**src/rtl/cfgreg_pkg.sv**
```systemverilog
package cfgreg_pkg;

   // Default field widths, from least to most significant.
   localparam int DEF_VMODE_W = 3;
   localparam int DEF_OFFS_W  = 7;
   localparam int DEF_PAGE_W  = 1;
   localparam int DEF_SPEED_W = 2;
   localparam int DEF_MSIZE_W = 2;
   localparam int DEF_MAP_W   = 1;

   function automatic bit is_pow2(input int v);
      return (v > 0) && ((v & (v - 1)) == 0);
   endfunction

   function automatic int log2_ceil(input int v);
      int r;
      r = 0;
      while ((1 << r) < v) r++;
      return r;
   endfunction

endpackage

```
**src/rtl/cfgreg_win_decode.sv**
```systemverilog
module cfgreg_win_decode #(
   parameter int                ADDR_W   = 16,
   parameter int                REG_BITS = 16,
   parameter logic [ADDR_W-1:0] WIN_BASE = 16'hFFC0,
   localparam int               IDX_W    = cfgreg_pkg::log2_ceil(REG_BITS)
) (
   input  logic [ADDR_W-1:0] addr,
   output logic              hit,
   output logic [IDX_W-1:0]  bit_idx,
   output logic              bit_val
);

   localparam int TAG_LO = IDX_W + 1;

   // The window is aligned to its own span, so a hit needs only the upper bits.
   assign hit     = (addr[ADDR_W-1:TAG_LO] == WIN_BASE[ADDR_W-1:TAG_LO]);
   assign bit_idx = addr[IDX_W:1];
   assign bit_val = addr[0];

endmodule

```
**src/rtl/cfgreg_strobe_onehot.sv**
```systemverilog
module cfgreg_strobe_onehot #(
   parameter int  REG_BITS = 16,
   localparam int IDX_W    = cfgreg_pkg::log2_ceil(REG_BITS)
) (
   input  logic                wr_en,
   input  logic                hit,
   input  logic [IDX_W-1:0]    bit_idx,
   input  logic                bit_val,
   output logic [REG_BITS-1:0] set_en,
   output logic [REG_BITS-1:0] clr_en
);

   for (genvar i = 0; i < REG_BITS; i++) begin : g_sel
      logic pick;
      assign pick      = wr_en && hit && (bit_idx == IDX_W'(i));
      assign set_en[i] = pick &&  bit_val;
      assign clr_en[i] = pick && !bit_val;
   end

endmodule

```
**src/rtl/cfgreg_bit_array.sv**
```systemverilog
module cfgreg_bit_array #(
   parameter int REG_BITS    = 16,
   parameter bit RESET_ASYNC = 1'b1
) (
   input  logic                clk,
   input  logic                rst_n,
   input  logic [REG_BITS-1:0] set_en,
   input  logic [REG_BITS-1:0] clr_en,
   output logic [REG_BITS-1:0] q
);

   for (genvar i = 0; i < REG_BITS; i++) begin : g_cell
      if (RESET_ASYNC) begin : g_async
         always_ff @(posedge clk or negedge rst_n) begin
            if (!rst_n)         q[i] <= 1'b0;
            else if (set_en[i]) q[i] <= 1'b1;
            else if (clr_en[i]) q[i] <= 1'b0;
         end
      end else begin : g_sync
         always_ff @(posedge clk) begin
            if (!rst_n)         q[i] <= 1'b0;
            else if (set_en[i]) q[i] <= 1'b1;
            else if (clr_en[i]) q[i] <= 1'b0;
         end
      end
   end

endmodule

```
**src/rtl/strobe_cfg_reg.sv**
```systemverilog
module strobe_cfg_reg #(
   parameter int                ADDR_W      = 16,
   parameter logic [ADDR_W-1:0] WIN_BASE    = 16'hFFC0,
   parameter bit                RESET_ASYNC = 1'b1,
   parameter int                VMODE_W     = cfgreg_pkg::DEF_VMODE_W,
   parameter int                OFFS_W      = cfgreg_pkg::DEF_OFFS_W,
   parameter int                PAGE_W      = cfgreg_pkg::DEF_PAGE_W,
   parameter int                SPEED_W     = cfgreg_pkg::DEF_SPEED_W,
   parameter int                MSIZE_W     = cfgreg_pkg::DEF_MSIZE_W,
   parameter int                MAP_W       = cfgreg_pkg::DEF_MAP_W,
   localparam int               REG_BITS    = VMODE_W + OFFS_W + PAGE_W + SPEED_W + MSIZE_W + MAP_W
) (
   input  logic                clk,
   input  logic                rst_n,
   input  logic                wr_en,
   input  logic [ADDR_W-1:0]   addr,
   output logic [REG_BITS-1:0] cfg_q,
   output logic [VMODE_W-1:0]  video_mode,
   output logic [OFFS_W-1:0]   disp_offset,
   output logic [PAGE_W-1:0]   page_sel,
   output logic [SPEED_W-1:0]  speed_sel,
   output logic [MSIZE_W-1:0]  mem_size,
   output logic [MAP_W-1:0]    map_type
);

   localparam int IDX_W    = cfgreg_pkg::log2_ceil(REG_BITS);
   localparam int SPAN     = 2 * REG_BITS;
   localparam int VMODE_LO = 0;
   localparam int OFFS_LO  = VMODE_LO + VMODE_W;
   localparam int PAGE_LO  = OFFS_LO + OFFS_W;
   localparam int SPEED_LO = PAGE_LO + PAGE_W;
   localparam int MSIZE_LO = SPEED_LO + SPEED_W;
   localparam int MAP_LO   = MSIZE_LO + MSIZE_W;

   // Elaboration-time parameter checks
   if (!cfgreg_pkg::is_pow2(REG_BITS)) begin : g_chk_width
      $error("strobe_cfg_reg: field widths must sum to a power of two");
   end
   if (ADDR_W <= IDX_W + 1) begin : g_chk_addr
      $error("strobe_cfg_reg: address bus too narrow for the window");
   end
   if ((int'(WIN_BASE) % SPAN) != 0) begin : g_chk_align
      $error("strobe_cfg_reg: window base must be aligned to twice the register width");
   end

   logic                hit;
   logic [IDX_W-1:0]    bit_idx;
   logic                bit_val;
   logic [REG_BITS-1:0] set_en;
   logic [REG_BITS-1:0] clr_en;

   cfgreg_win_decode #(
      .ADDR_W   (ADDR_W),
      .REG_BITS (REG_BITS),
      .WIN_BASE (WIN_BASE)
   ) u_dec (
      .addr    (addr),
      .hit     (hit),
      .bit_idx (bit_idx),
      .bit_val (bit_val)
   );

   cfgreg_strobe_onehot #(
      .REG_BITS (REG_BITS)
   ) u_sel (
      .wr_en   (wr_en),
      .hit     (hit),
      .bit_idx (bit_idx),
      .bit_val (bit_val),
      .set_en  (set_en),
      .clr_en  (clr_en)
   );

   cfgreg_bit_array #(
      .REG_BITS    (REG_BITS),
      .RESET_ASYNC (RESET_ASYNC)
   ) u_bits (
      .clk    (clk),
      .rst_n  (rst_n),
      .set_en (set_en),
      .clr_en (clr_en),
      .q      (cfg_q)
   );

   assign video_mode  = cfg_q[VMODE_LO +: VMODE_W];
   assign disp_offset = cfg_q[OFFS_LO  +: OFFS_W];
   assign page_sel    = cfg_q[PAGE_LO  +: PAGE_W];
   assign speed_sel   = cfg_q[SPEED_LO +: SPEED_W];
   assign mem_size    = cfg_q[MSIZE_LO +: MSIZE_W];
   assign map_type    = cfg_q[MAP_LO   +: MAP_W];

endmodule

```
**config.mk**
```make
export PLATFORM = sky130hd
export DESIGN_NAME = strobe_cfg_reg
export DESIGN_NICKNAME = d
export VERILOG_FILES = /design/src/rtl/cfgreg_pkg.sv /design/src/rtl/cfgreg_win_decode.sv /design/src/rtl/cfgreg_strobe_onehot.sv /design/src/rtl/cfgreg_bit_array.sv /design/src/rtl/strobe_cfg_reg.sv
export SDC_FILE = /design/constraint.sdc
export NUM_CORES = 1
export LEC_CHECK = 0
export ABC_AREA = 1
export CAP_MARGIN = 20
export CORE_MARGIN = 4
export CORE_UTILIZATION = 35
export CTS_CLUSTER_DIAMETER = 30
export CTS_CLUSTER_SIZE = 28
export DETAILED_ROUTE_END_ITERATION = 10
export PLACE_DENSITY_LB_ADDON = 0.3
export SYNTH_ARGS = -nofsm -noshare
export SYNTH_HDL_FRONTEND = slang
export SYNTH_HIERARCHICAL = 1
export SYNTH_SLANG_ARGS = --single-unit
```
**constraint.sdc**
```tcl
create_clock -name clk -period 0.8 [get_ports clk]
set_input_delay 0.12 -clock clk [delete_from_list [all_inputs] [get_ports clk]]
set_output_delay 0.12 -clock clk [all_outputs]
set_load 0.02 [all_outputs]
```
==> results of run 1 <==
-- power groups by stage --
stage | combinational, W | sequential (W) | clock [W]
2_1_floorplan | 0.0000955 | 0.000826 | 0
3_3_place_gp | 0.000213 | 0.000825 | 0
3_5_place_dp | 0.000213 | 0.000825 | 0
4_1_cts | 0.000200 | 0.000809 | 0.000443
5_1_grt | 0.000249 | 0.000809 | 0.000460
6_report | 0.000231 | 0.000809 | 0.000410
-- worst paths after layout --
kind                        startpoint            to  slack, ps  depth (start not counted)
max                           addr[15]   u_bits/q[7]       -190                         10
min                              rst_n  u_bits/q[15]        160                          2
max reg2reg                u_bits/q[3]   u_bits/q[3]        -70                          4
min reg2reg                u_bits/q[6]   u_bits/q[6]        540                          2
max in group asynchronous        rst_n   u_bits/q[0]        510                          2
min in group clk               addr[4]   u_bits/q[5]        290                          6
-- through the flow --
step | hold WS [ps] | cells | total power (W) | utilization [%] | cell area, sq um
after floorplan | -176 | 180 | 0.000921 | - | 1160
after global placement | 469 | 259 | 0.00104 | 52.4 | 1610
after detailed placement | 472 | 259 | 0.00104 | 52.4 | 1610
after CTS | 153 | 267 | 0.00145 | 52.4 | 1610
after global routing | 160 | 271 | 0.00152 | 60.3 | 1860
final | 161 | 271 | 0.00145 | 60.3 | 1860
-- synth_stat cells --
| library cell | instances | area, sq um |
|---|---|---|
| inv_1 | 39 | 146 |
| nand3_1 | 13 | 65.1 |
| buf_6 | 1 | 11.3 |
| nand2_1 | 44 | 165 |
| dfrtp_1 | 16 | 400 |
| inv_2 | 1 | 3.75 |
| buf_2 | 1 | 5.00 |
| nor2_2 | 6 | 37.5 |
| nor2_1 | 36 | 135 |
| buf_4 | 23 | 173 |
-- per-layer routing --
layer,part of all wire [%],wire (um),vias to the layer above,global-route usage (%)
li1,-,-,584,-
met1,41,1070,492,15.6
met2,48,1260,40,19.7
met3,8.8,230,2,3.08
met4,1.5,40,0,7.25
met5,0,0,-,0
-- worst max-delay path, stage by stage --
cell,delay (ps)
dlygate4sd2_1,210
nand3_2,100
nor2_4,140
nand2_4,100
nor2_4,190
nand2_2,80
nor2_2,100
inv_1,40
nand2_1,50
nand2_1,50
-- cells by family after synthesis --
logic type | count (synthesis) | synth area share (%)
and+or+nand+nor | 99 | 35.3
buffers and inverters | 65 | 29.7
DFF | 16 | 35.0
-- repair_timing --
action / in CTS / in global routing
setup endpoints to repair: 48 / 48
setup buffers: 4 / 4
cloned: 1 / 0
pin swaps: 17 / 13
gates resized for setup: 203 / 64
-- cell type report --
cell class / instances / area share, %
Sequential cell: 16 / 21.6
Tap cell: 44 / 2.97
Timing Repair inverter: 1 / 0.405
Inverter: 40 / 9.04
Multi-Input combinational cell: 99 / 29.4
Timing Repair Buffer: 68 / 35.4
Clock buffer: 3 / 1.21
==> metrics.txt, run 1 <==
layout net count 248; Clock power frac ~28%; Logic pwr share about 16%; Final Skew 0 ps; crit-path max FO 4; H-tree depth 1; Area Overhead vs Synth 62.4%; Worst Path Arrival 1170 ps; vias in the first global route between 900 and 1,000; hold crit path type in -> async; commonest non-fill, non-tap cell in the layout inv_1; diodes inserted 0; max_cap viols 0; register area share after synthesis between 30% and 40%; grt ovf 0; FP Rows 20; DR iter-0 viols 20; Seq pwr share 55.8%; antenna violations before repair 0; dpl hpwl about 1800 um; Initial Util 37.1%; status complete, but fails checks; GR Util All Layers approximately an eighth; Final GP Congestion between 0.8 and 0.9; Final min period 992 ps; fin crit share 124%; clock buffer depth 2; Slew HR between 80% and 90%; clock sinks 16; Residual DRC 0; Yosys warnings 6; port bufs 50; final setup margin -192 ps; worst vdd ir 0.420 mV; final setup vio count 48; Syn Inst Count 180; largest net degree at the start of global routing 17; Worst Max-Slew Pin Slew 279 ps; Critical Path Source Type input pin; Die W 65.1 um; Crit. End Element flop; num ports 51; Clk Latency, worst-skew pair around 280 ps; final wirelength around 2600 um; CTS tree built; die height ~65 um; Pins Over Slew Limit 0; via/cell ratio 4.13; mapped cell area around 1100 sq um; area of the multi-input gates ~550 sq um; Reg clk slew, reported paths roughly 90 ps; DRT Pass-1 Iters 4; Crit Path Category in -> reg; P_leak 0.927 nW; Max Freq 1.01 GHz; max reg flops 16; commonest non-fill, non-tap cells in the layout inv_1 (37), nand2_1 (35), buf_6 (34), nor2_1 (31), buf_4 (17); unrepaired setup endpoints after global routing true; Final Hold Viols 0; Pint around 0.0011 W; CTS Hold Bufs 0; final-layout fill cell count about 280; first-pass GRT wire length 4080 um; Reg area 400 sq um; pre-CTS WS -913 ps; ANT nets after route 0; Top reg by flops u_bits/q; data required time of the worst path roughly 980 ps; power density over the cells 782 nW/um^2; core area slightly above 3000 sq um; Yosys reg bits 16; Yosys cell types 10; largest registers u_bits/q x16; via count between 1,000 and 1,500; cts bufs inserted 3; violated checks negative setup slack; syn_nets approximately 200; WL per Instance 9.59 um; sw power about 0.00037 W; share of layout cells above drive strength 1 43.2%; Net Sw Frac approximately a quarter; mean cell area of the mapped netlist approximately 6.3 sq um; DIE AREA between 4000 and 5000 sq um; root buf cell clkbuf_4; Fin Setup TNS -7710 ps
Power figures use the tool's default switching activity.
==> run 2, diff against run 1 <==
--- a/config.mk
+++ b/config.mk
@@ -7,7 +7,6 @@
 export LEC_CHECK = 0
 export ABC_AREA = 1
 export CAP_MARGIN = 20
-export CORE_MARGIN = 4
 export CORE_UTILIZATION = 35
 export CTS_CLUSTER_DIAMETER = 30
 export CTS_CLUSTER_SIZE = 28
==> run 2 against run 1 <==
Net effect: the run still ends with negative setup slack left; global-route usage is 4.6 points higher; die area down 18%; register-to-register slack barely moved; utilization is essentially flat; routed wire length up 2.2%; critical path type unchanged; critical endpoint is now u_bits/q[2]; highest routed layer unchanged.
==> metrics.txt, run 2 (synthesis gave the netlist of run 1 again) <==
unrepaired setup endpoints after global routing true (unchanged); pre-CTS WS -901 ps (was -913 ps); power density over the cells 861 nW/um^2 (was 782 nW/um^2); layout net count 246 (was 248); crit-path max FO 6 (was 4); clock buffer depth 2 (unchanged); first-pass GRT wire length 4460 um (was 4080 um); Final min period 1050 ps (was 992 ps); root buf cell clkbuf_4 (unchanged); Final Hold Viols 0 (unchanged); Residual DRC 0 (unchanged); data required time of the worst path 1000 ps (was 980 ps); Slew HR 81.5% (was 81.4%); Pins Over Slew Limit 0 (unchanged); final setup margin -248 ps (was -192 ps); Core Util, Final 60.2% (was 60.3%); CTS Hold Bufs 0 (unchanged); final wirelength 2660 um (was 2600 um); num ports 51 (unchanged); Reg clk slew, reported paths 100 ps (was 90 ps); Non-Filler Instances 270 (was 271); cts bufs inserted 3 (unchanged); via/cell ratio 4.23 (was 4.13); worst reg2reg setup slack -70 ps (about the same); Logic pwr share 14.3% (was 15.9%); max_cap viols 0 (unchanged); antenna violations before repair 0 (unchanged); status complete, but fails checks (unchanged); Worst setup startpoint addr[5] (was addr[15]); dpl hpwl 1690 um (was 1790 um); diodes inserted 0 (unchanged); share of layout cells above drive strength 1 42.5% (was 43.2%); Initial Util 37.1% (unchanged); largest registers u_bits/q x16 (unchanged); GR Util All Layers 17.1% (was 12.5%); via count 1,143 (was 1,118); Critical Path Source Type input pin (unchanged); Top reg by flops u_bits/q (unchanged); die height 59.1 um (was 65.1 um); Final Instance Area 1850 sq um (was 1860 sq um); r2r worst-path depth 4 (unchanged); FP Rows 20 (unchanged); P_leak 0.915 nW (was 0.927 nW); worst vdd ir 0.404 mV (was 0.420 mV); grt ovf 0 (unchanged); CTS tree built (unchanged); hold crit path type in -> async (unchanged); Final Skew 0 ps (unchanged); Clk Latency, worst-skew pair 300 ps (was 280 ps); vias in the first global route 1,105 (was 991); Worst Max-Slew Pin Slew 277 ps (was 279 ps); DRT Pass-1 Iters 4 (unchanged); commonest non-fill, non-tap cells in the layout inv_1 (37), nand2_1 (37), buf_6 (33), nor2_1 (30), dfrtp_1 (16) (was inv_1 (37), nand2_1 (35), buf_6 (34), nor2_1 (31), buf_4 (17)); worst reg2reg path endpoint u_bits/q[13] (was u_bits/q[3]); DR iter-0 viols 22 (was 20); post-placement cell area 1610 sq um (unchanged); Max Freq 0.954 GHz (was 1.01 GHz); fin crit share 131% (was 124%); Crit. End Element flop (unchanged); Clock power frac 35.0% (was 28.3%); Worst Path Arrival 1250 ps (was 1170 ps); sw power 0.000418 W (was 0.000371 W); Area Overhead vs Synth 62.3% (was 62.4%); Net Sw Frac 26.2% (was 25.6%); clock sinks 16 (unchanged); core area 3080 sq um (unchanged); Final GP Congestion 0.778 (was 0.834); final setup vio count 48 (unchanged); r2r startpoint u_bits/q[13] (was u_bits/q[3]); Seq pwr share 50.7% (was 55.8%); ANT nets after route 0 (unchanged); Worst Setup EP u_bits/q[2] (was u_bits/q[7]); Inst Count DP 259 (unchanged); Die W 59.1 um (was 65.1 um); Pint 0.00118 W (was 0.00108 W); largest net degree at the start of global routing 17 (unchanged); max reg flops 16 (unchanged); port bufs 50 (unchanged); DIE AREA 3500 sq um (was 4240 sq um); WL per Instance 9.84 um (was 9.59 um); violated checks negative setup slack (unchanged); Crit Path Category in -> reg (unchanged); H-tree depth 1 (unchanged)
-- run 2: cell count changes in the layout (fill, tap and decap cells not counted), sizes merged --
cell / delta
clkdlybuf4s15: +2
dlygate4sd2: -1
buf: -2
-- run 2: through the flow --
step                      hold WS, ps  TNS [ps]  power (W)
after floorplan                  -176     -3350   0.000921
after global placement            472    -22250    0.00104
after detailed placement          473    -22720    0.00104
after CTS                         135     -8930    0.00161
after global routing              142    -10880    0.00168
final                             145     -8130    0.00160
-- run 2: timing repair --
action	CTS	global route
resized for setup	227	40
buffers inserted	4	2
cloned	1	0
endpoints found under the setup margin	48	48
pin swaps	23	15
-- run 2: area by class of cell --
class / count / area, sq um
fill: 288 / 1220
timing repair buffer: 66 / 639
inverter: 40 / 168
clock buffer: 4 / 36.3
timing repair inverter: 1 / 7.51
sequential: 16 / 400
multi-input combinational: 99 / 548
tap: 44 / 55.1
-- run 2: power groups by stage --
stage / Clock (W) / Combinational [W] / Sequential, W
finish: 0.000558 / 0.000228 / 0.000809
global route: 0.000627 / 0.000248 / 0.000810
CTS: 0.000592 / 0.000211 / 0.000809
detailed placement: 0 / 0.000214 / 0.000825
global placement: 0 / 0.000213 / 0.000825
floorplan: 0 / 0.0000955 / 0.000826
-- run 2: worst max-delay path: stages --
cell        delay (ps)
buf_8              100
clkinv_8            30
nand2_2             30
nor2_1              80
nand2_1             90
nor2_4             110
nand2_4            100
clkinvlp_4         180
buf_6              120
nand3_2             60
nor2_1             100
inv_1               40
nand2_1             50
nand2_1             50
-- run 2: routing by layer --
| metal | share of wire, % | global-route usage [%] |
|---|---|---|
| met1 | 41 | 19.0 |
| met2 | 51 | 29.7 |
| met3 | 5.8 | 3.49 |
| met4 | 1.9 | 10.9 |
| met5 | 0 | 0 |
-- run 2: worst min-delay path by stage --
stage	start	depth (start not counted)	slack, ps	end
global placement	rst_n	2	470	u_bits/q[15]
CTS	rst_n	2	130	u_bits/q[8]
floorplan	rst_n	0	-180	u_bits/q[0]
detailed placement	rst_n	2	470	u_bits/q[15]
global route	rst_n	2	140	u_bits/q[8]
finish	rst_n	2	150	u_bits/q[14]
